## src/rtl/varspi_pkg.sv

```systemverilog
package varspi_pkg;

    typedef enum logic [1:0] {
        ST_IDLE  = 2'd0,
        ST_SHIFT = 2'd1,
        ST_GAP   = 2'd2
    } eng_state_e;

    // Edge configuration captured when an entry is taken.
    typedef struct packed {
        logic cpol;
        logic launch_rise;
        logic sample_rise;
    } edge_cfg_t;

endpackage

```

## src/rtl/varspi_clkdiv.sv

```systemverilog
// Half-period tick generator: tick every limit+1 cycles while run is high.
module varspi_clkdiv #(
    parameter int DIV_W = 12
) (
    input  logic             clk,
    input  logic             rst_n,
    input  logic             run,
    input  logic [DIV_W-1:0] limit,
    output logic             tick
);

    logic [DIV_W-1:0] cnt_d, cnt_q;

    always_comb begin
        tick  = run && (cnt_q == limit);
        cnt_d = cnt_q;
        if (!run || tick) begin
            cnt_d = '0;
        end else begin
            cnt_d = cnt_q + DIV_W'(1);
        end
    end

    always_ff @(posedge clk or negedge rst_n) begin
        if (!rst_n) begin
            cnt_q <= '0;
        end else begin
            cnt_q <= cnt_d;
        end
    end

endmodule

```

## src/rtl/varspi_len_clamp.sv

```systemverilog
// Turns the raw length field into a bit count no larger than the payload.
module varspi_len_clamp #(
    parameter int LEN_W    = 8,
    parameter int MAX_BITS = 24,
    parameter int BC_W     = 5
) (
    input  logic [LEN_W-1:0] raw_len,
    output logic [BC_W-1:0]  bits,
    output logic             empty
);

    localparam logic [LEN_W-1:0] LIMIT = LEN_W'(MAX_BITS);

    always_comb begin
        if (raw_len > LIMIT) begin
            bits = BC_W'(MAX_BITS);
        end else begin
            bits = BC_W'(raw_len);
        end
        empty = (raw_len == '0);
    end

endmodule

```

## src/rtl/varspi_shifter.sv

```systemverilog
// Transmit and receive shift registers, MSB first.
module varspi_shifter #(
    parameter int MAX_BITS = 24
) (
    input  logic                clk,
    input  logic                rst_n,
    input  logic                load,
    input  logic [MAX_BITS-1:0] load_bits,
    input  logic                adv,
    input  logic                cap,
    input  logic                miso,
    output logic                mosi,
    output logic [MAX_BITS-1:0] rx_word
);

    typedef struct packed {
        logic [MAX_BITS-1:0] tx;
        logic [MAX_BITS-1:0] rx;
    } shreg_t;

    shreg_t sh_d, sh_q;

    always_comb begin
        sh_d = sh_q;
        if (load) begin
            sh_d.tx = load_bits;
            sh_d.rx = '0;
        end else begin
            if (adv) begin
                sh_d.tx = {sh_q.tx[MAX_BITS-2:0], 1'b0};
            end
            if (cap) begin
                sh_d.rx = {sh_q.rx[MAX_BITS-2:0], miso};
            end
        end
    end

    always_ff @(posedge clk or negedge rst_n) begin
        if (!rst_n) begin
            sh_q <= '0;
        end else begin
            sh_q <= sh_d;
        end
    end

    assign mosi    = sh_q.tx[MAX_BITS-1];
    assign rx_word = sh_q.rx;

endmodule

```

## src/rtl/varspi_engine.sv

```systemverilog
module varspi_engine
    import varspi_pkg::*;
#(
    parameter int  DIV_W      = 12,
    parameter int  ENTRY_W    = 32,
    parameter int  LEN_W      = 8,
    parameter int  GAP_HALVES = 4,
    localparam int MAX_BITS   = ENTRY_W - LEN_W,
    localparam int BC_W       = $clog2(MAX_BITS + 1)
) (
    input  logic               clk,
    input  logic               rst_n,
    input  logic               enable,
    input  logic [DIV_W-1:0]   speed,
    input  logic               cpol,
    input  logic               out_rising,
    input  logic               in_rising,
    input  logic               tx_valid,
    input  logic [ENTRY_W-1:0] tx_data,
    input  logic               tx_keep_cs,
    output logic               tx_pop,
    output logic               rx_push,
    output logic [ENTRY_W-1:0] rx_data,
    output logic               sclk,
    output logic               mosi,
    input  logic               miso,
    output logic               cs_n,
    output logic               busy,
    output logic [BC_W-1:0]    bit_cnt
);

    localparam int EDGE_W = $clog2(2 * MAX_BITS + 1);
    localparam int GAP_W  = $clog2(GAP_HALVES + 1);

    typedef struct packed {
        eng_state_e        state;
        logic              sclk;
        logic              cs_n;
        logic              hold;
        logic              first;
        logic              push;
        logic [EDGE_W-1:0] edges;
        logic [BC_W-1:0]   bits;
        logic [GAP_W-1:0]  gap;
        edge_cfg_t         cfg;
        logic [DIV_W-1:0]  div;
    } ctrl_t;

    ctrl_t q, n;

    logic              tick;
    logic [BC_W-1:0]   ent_bits;
    logic              ent_empty;
    logic              ld, adv, cap, rise;
    logic [MAX_BITS-1:0] rx_word;

    varspi_len_clamp #(
        .LEN_W    (LEN_W),
        .MAX_BITS (MAX_BITS),
        .BC_W     (BC_W)
    ) i_clamp (
        .raw_len (tx_data[ENTRY_W-1 -: LEN_W]),
        .bits    (ent_bits),
        .empty   (ent_empty)
    );

    varspi_clkdiv #(
        .DIV_W (DIV_W)
    ) i_div (
        .clk   (clk),
        .rst_n (rst_n),
        .run   (q.state != ST_IDLE),
        .limit (q.div),
        .tick  (tick)
    );

    varspi_shifter #(
        .MAX_BITS (MAX_BITS)
    ) i_shift (
        .clk       (clk),
        .rst_n     (rst_n),
        .load      (ld),
        .load_bits (tx_data[MAX_BITS-1:0]),
        .adv       (adv),
        .cap       (cap),
        .miso      (miso),
        .mosi      (mosi),
        .rx_word   (rx_word)
    );

    always_comb begin
        n      = q;
        n.push = 1'b0;
        ld     = 1'b0;
        adv    = 1'b0;
        cap    = 1'b0;
        rise   = 1'b0;
        tx_pop = (q.state == ST_IDLE) && enable && tx_valid;

        unique case (q.state)
            ST_IDLE: begin
                n.sclk = cpol;
                if (tx_pop && !ent_empty) begin
                    ld        = 1'b1;
                    n.state   = ST_SHIFT;
                    n.cs_n    = 1'b0;
                    n.hold    = tx_keep_cs;
                    n.first   = 1'b1;
                    n.edges   = EDGE_W'({ent_bits, 1'b0});
                    n.bits    = ent_bits;
                    n.cfg     = '{cpol: cpol, launch_rise: out_rising,
                                  sample_rise: in_rising};
                    n.div     = speed;
                end
            end
            ST_SHIFT: begin
                if (tick) begin
                    rise    = ~q.sclk;
                    n.sclk  = rise;
                    cap     = (rise == q.cfg.sample_rise);
                    adv     = (rise == q.cfg.launch_rise) && !q.first;
                    n.first = 1'b0;
                    if (cap) begin
                        n.bits = q.bits - BC_W'(1);
                    end
                    n.edges = q.edges - EDGE_W'(1);
                    if (q.edges == EDGE_W'(1)) begin
                        n.state = ST_GAP;
                        n.gap   = GAP_W'(GAP_HALVES);
                        n.push  = 1'b1;
                        n.cs_n  = ~q.hold;
                    end
                end
            end
            ST_GAP: begin
                if (tick) begin
                    if (q.gap == GAP_W'(1)) begin
                        n.state = ST_IDLE;
                    end else begin
                        n.gap = q.gap - GAP_W'(1);
                    end
                end
            end
            default: begin
                n.state = ST_IDLE;
            end
        endcase
    end

    always_ff @(posedge clk or negedge rst_n) begin
        if (!rst_n) begin
            q       <= '0;
            q.state <= ST_IDLE;
            q.cs_n  <= 1'b1;
        end else begin
            q <= n;
        end
    end

    assign rx_push = q.push;
    assign rx_data = ENTRY_W'(rx_word);
    assign sclk    = q.sclk;
    assign cs_n    = q.cs_n;
    assign busy    = (q.state != ST_IDLE);
    assign bit_cnt = q.bits;

endmodule

```

## config.mk

```make
export PLATFORM = sky130hd
export DESIGN_NAME = varspi_engine
export DESIGN_NICKNAME = d
export VERILOG_FILES = /design/src/rtl/varspi_pkg.sv /design/src/rtl/varspi_clkdiv.sv /design/src/rtl/varspi_len_clamp.sv /design/src/rtl/varspi_shifter.sv /design/src/rtl/varspi_engine.sv
export SDC_FILE = /design/constraint.sdc
export NUM_CORES = 1
export LEC_CHECK = 0
export ABC_AREA = 1
export BUFFER_PORTS_ARGS = -buffer_cell sky130_fd_sc_hd__buf_2
export CORE_AREA = 2 2 125 127
export DETAILED_ROUTE_END_ITERATION = 8
export DIE_AREA = 0 0 127 129
export SLEW_MARGIN = 10
export SYNTH_ARGS = -nofsm -noshare
export SYNTH_HDL_FRONTEND = slang
export SYNTH_SLANG_ARGS = --single-unit
```

## constraint.sdc

```tcl
create_clock -name clk -period 1.5 [get_ports clk]
set_input_delay 0 -clock clk [delete_from_list [all_inputs] [get_ports clk]]
set_output_delay 0 -clock clk [all_outputs]
set_load 0.01 [all_outputs]
```

# Word-level counts from Yosys, hierarchy flattened
# Cells that the tools add are included.
[word_totals]
elab_cells = 90
in_bits = 53
regBits = 95
output_inout_bits = 43
[classes]
n_reduce_logical = 23
bitwise_logic = 2
add_sub_neg = 4
n_eq_ne = 14
n_mux = 31
order_cmp = 1
[op_table]
columns = ["operator", "n"]
rows = [
  ["$mux 24", 2],
  ["$mux 48", 1],
  ["$pmux 11 s2", 1],
  ["$mux 16", 1],
  ["$add 12x1->12 const B", 1],
  ["$eq 12x12->1", 1],
  ["$mux 12", 1],
  ["$mux 3", 4],
  ["$mux 11", 1],
  ["$mux 5", 2],
  ["$reduce_and 5->1", 2],
  ["$reduce_bool 2->1", 5],
  ["$mux 1", 9],
  ["$gt 8x5->1 const B", 1],
  ["$logic_not 8->1", 1],
  ["$mux 2", 4],
  ["$ne 2x2->1 const B", 4],
  ["$reduce_and 4->1", 2],
  ["$eq 6x1->1 const B", 1],
  ["$ne 2x1->1 const B", 3],
  ["$pmux 2 s3", 1],
  ["$pmux 3 s2", 1],
  ["$sub 6x1->6 const B", 1],
  ["$logic_and 1x1->1", 5],
  ["other kinds (15)", 20],
]

# Depth between registers and ports, before layout
[depth]
depth_word = 7
ltp_mapped = 12

# Modules after synthesis
# From an unflattened synthesis, not the netlist that was laid out.
[unflattened]
cells_unflattened = 639
hier_area_um2 = 5036.1
[by_module_without_submodules]
columns = ["module", "n_inst", "cells_per_inst", "seq_area_each_um2", "area_per_inst_um2"]
rows = [
  ["varspi_shifter", 1, 258, 1201.2, 2238.4],
  ["varspi_engine", 1, 246, 877.1, 1911.8],
  ["varspi_clkdiv", 1, 115, 300.3, 792.0],
  ["varspi_len_clamp", 1, 20, 0.0, 93.8],
]

# Worst setup path after synthesis
# Ideal clock, no wire load.
[synth_path]
kind = "register to register"
start = "register q[34] (netlist name)"
end = "register q[24] (netlist name)"
path_stages_with_launch = 11
path_buffers = 1
setup_ps = 65
arrival_ps = 1610
t_required_ps = 1435
slack_ps = -175
cell_sequence = "dfrtp_1 > inv_2 > nand2_2 > nor2_1 > nand2_1 > buf_4 > nand2_1 > clkinv_1 > a21oi_2 > nand2_1 > nand2_1"
[synth_between]
word_cells_on_any_way = 12
cone_classes = "eq/ne: 3; mux: 1; reduce/logical: 8"
[synth_lines]
columns = ["element", "line_no", "source"]
rows = [
  ["start, declared", "varspi_engine.sv:49", "ctrl_t q, n;"],
  ["start signal, assigned", "varspi_engine.sv:156", "q <= n;"],
  ["$reduce_bool 2->1", "--", ""],
  ["net busy", "varspi_engine.sv:28", "output logic busy,"],
  ["$logic_and 1x1->1", "varspi_clkdiv.sv:15", "tick = run && (cnt_q == limit);"],
  ["$ne 2x1->1 (no line)", "--", ""],
  ["$reduce_and 3->1 (no line)", "--", ""],
]
# The timed path passes the listed nets, and every way through them passes these cells.
# A chain may end at the register's enable or synchronous reset.

# Worst setup path in the final report
[layout_path]
start = "register i_div.cnt_q[0]"
end = "register i_shift.sh_q, in the netlist i_shift.rx_word[4]"
[layout_between]
elab_chain_len = 5
[layout_lines]
columns = ["element", "line_no", "source"]
rows = [
  ["start, declared", "varspi_clkdiv.sv:12", "logic [DIV_W-1:0] cnt_d, cnt_q;"],
  ["start signal, assigned", "varspi_clkdiv.sv:28", "cnt_q <= cnt_d;"],
  ["$eq 12x12->1", "varspi_clkdiv.sv:15", ""],
  ["$logic_and 1x1->1", "varspi_clkdiv.sv:15", ""],
  ["$mux 1", "varspi_engine.sv:117", "if (tick) begin"],
  ["$mux 1", "varspi_engine.sv:100", "unique case (q.state)"],
  ["$reduce_bool 2->1 (no line)", "--", ""],
  ["end signal, assigned", "varspi_shifter.sv:40", "sh_q <= '0;"],
  ["end signal, assigned", "varspi_shifter.sv:42", "sh_q <= sh_d;"],
  ["end, declared", "varspi_shifter.sv:21", "shreg_t sh_d, sh_q;"],
]
# Every way passes these cells.

==> impl_metrics.ini <==
[critical_path]
start_kind = flop
crit_fanout = 9
path_cells = inv_1 > nand2_1 > nand2_1 > nor2_2 > nand2_2 > nor2_8 > nand4_4 > buf_12 > clkbuf_16 > nor2_2 > a21oi_1
cp_top_family = simple AND/OR/NAND/NOR gates
crit_slowest_cell = dfrtp_1
crit_arrival_ns = 1.88
cp_data_required_time_ns = 1.74
path_class = flop to flop
cp_slowest_stage_delay_ns = 0.40
critPathBufInv = 3
worstSetupEndpointType = flop

[layout]
final_cells = 1049
drive_gt1_share_pct = 31.5
antenna_cells = 0
fillers = 1432
final_cell_mix = 250 x nand2_1, 94 x dfrtp_1, 87 x buf_2
syn_to_final_growth_pct = 43.2
nNetsFinal = 915
final_common_cell = nand2_1

[placed_design]
dp_cells = 968
port_buffers = 87
dpl.hpwl_um = 8400
post-place-ws_ns = -0.190
place.gp.congestion = 0.803

[floorplanning]
die_y_um = 129
ioPinCount = 96
die_w_um = 127
start_util_pct = 34.4
core_area_um2 = 15000
fp.dieArea_um2 = 16400
rows = 45

[route]
vias_per_cell = 4.51
drtIter0Drc = 191
ant_nets = 0
drtPass1Iterations = 5
wl_um = 13100
drcViolationCount = 0
num_vias = 4727
wl_per_cell_um = 12.5

[grt]
grt_usage_pct = 16.3
first_global_vias = 4585
grt-ovfl-total = 0
grt_pass1_wl_um = 21300
antenna_found_initial = 0
grt_start_max_net_pins = 47

[power_and_ir_drop]
p_leak_nw = 3.90
vdd_drop_max_uv = 832
p_per_area_nw_per_um2 = 1470

[timing]
maxSlewViolCount = 0
grt_setup_unrepaired = yes
setup_viol = 80
skew_ns = 0.00640
fmax_mhz = 607
fin_crit_sh_pct = 110
setup_ws_ns = -0.148
hold_viol = 0
final.min_clock_period_ns = 1.65

[synth]
synth_top_area_share_pct = 45.7
synth_cells = 687
yosysUniqueCellTypes = 35
ys_top_cells_by_area = dfrtp_1 46%, nand2_1 20%, buf_4 5.8%
ys_ff_latch = 95
synth_top_area_cell = dfrtp_1
synthArstFlopShare_pct = 100
synth_edf_count = 0
synth_top_flop_cell = dfrtp_1
syn_avg_cell_area_um2 = 7.49
synth.cell_area_um2 = 5150
ys_seq_area_share_pct = 46.2
ys.warnings.count = 0

[clock_network]
path_clk_slew_ns = 0.07
cts_buffer_depth = 2
numCtsBuffers = 9
clkLatencyLatePin_ns = 0.35
h-tree-depth = 3
root_buffer = clkbuf_16
cts_tree = built
cts.sinks = 95

[hold_path]
hp-class = input pin to async pin

[status]
violations = negative setup slack
outcome = finished, violations left

[flow_run]
max_cap_viol_count = 0
==> registers in the layout, indices dropped and copies added, names as in the netlist <==
register and cells:
bit_cnt 5, cs_n 1, i_div.cnt_q 12, i_shift.mosi 1, i_shift.rx_word 24, i_shift.sh_q 23, q 27, rx_push 1
sclk 1
==> layer usage <==
layer / routed length [um] / vias up / global-route usage (%)
met5: 0 / - / 0
met4: 116 / 0 / 6.72
met3: 482 / 8 / 2.95
met2: 6170 / 94 / 25.9
met1: 6350 / 2195 / 22.1
li1: - / 2430 / -
==> final timing paths <==
| path | from | endpoint | slack (ns) | cells after the start |
|---|---|---|---|---|
| max | i_div.cnt_q[0] | i_shift.rx_word[4] | -0.15 | 11 |
| min | rst_n | i_shift.rx_word[5] | 0.1 | 2 |
| max reg2reg | i_div.cnt_q[0] | i_shift.rx_word[4] | -0.15 | 11 |
| min reg2reg | q[30] | q[30] | 0.48 | 2 |
| max in group asynchronous | rst_n | cs_n | 0.76 | 3 |
| min in group clk | tx_data[25] | bit_cnt[1] | 0.10 | 5 |
==> cells in the mapped netlist, drive strengths merged, types with 6 or more instances <==
cell	n
nand2	285
clkbuf	10
dfrtp	94
nand3	45
nor2	55
nand4	9
a21oi	12
o21ai	34
xor2	7
xnor2	10
inv	54
buf	53
ha	6
==> report_power, final <==
part	switching [W]	leakage (nW)	internal (W)
combinational	0.00249	2.48	0.00203
sequential	0.000480	1.26	0.00330
clock	0.00103	0.159	0.00152
==> worst register-to-register path, delay by kind of cell, from the launching register on <==
kind                   cells  cell delay, ns
and+or+nand+nor            7            0.70
DFF                        1            0.40
buffers and inverters      3            0.40
AOI/OAI and AO/OA          1            0.05
==> final cells by class <==
| type | instances | area [um2] | share of cell area [%] |
|---|---|---|---|
| Inverter | 55 | 209 | 2.83 |
| Clock buffer | 10 | 239 | 3.24 |
| Timing Repair Buffer | 212 | 1720 | 23.3 |
| Clock inverter | 6 | 93.8 | 1.27 |
| Tap cell | 188 | 235 | 3.19 |
| Sequential cell | 95 | 2380 | 32.3 |
| Multi-Input combinational cell | 483 | 2500 | 33.9 |
==> through the flow <==
| step | hold slack [ns] | utilization [%] | power, W | area (um2) | TNS [ns] |
|---|---|---|---|---|---|
| 6_report | 0.0955 | 49.2 | 0.0108 | 7370 | -8.10 |
| 5_1_grt | 0.121 | 49.2 | 0.0118 | 7370 | -16.71 |
| 4_1_cts | 0.0752 | 46.8 | 0.0107 | 7010 | -5.38 |
| 3_5_place_dp | -0.0619 | 40.4 | 0.00775 | 6050 | -4.70 |
| 3_3_place_gp | -0.0647 | 40.4 | 0.00771 | 6050 | -4.78 |
| 2_1_floorplan | -0.296 | - | 0.00636 | 5210 | -0.00833 |
==> kinds of logic (layout without fill, tap and decap cells) <==
family	after synthesis	in the layout	share of synthesized area, %
AOI/OAI and AO/OA	48	48	4.79
and+or+nand+nor	402	404	32.5
DFF	95	95	46.2
adders and majority gates	6	6	1.46
buffers and inverters	118	283	12.0
other	1	8	0.0729
xor gates and xnor gates	17	17	2.89
==> timing repair <==
item / CTS / global route
resized for setup: 31 / 58
pin swaps: 14 / 13
setup endpoints to repair: 80 / 87
setup buffers: 11 / 5
gates cloned: 3 / 6
hold buffers: 42 / 0
endpoints found under the hold margin: 135 / 0
(Power assumes the default switching activity.)
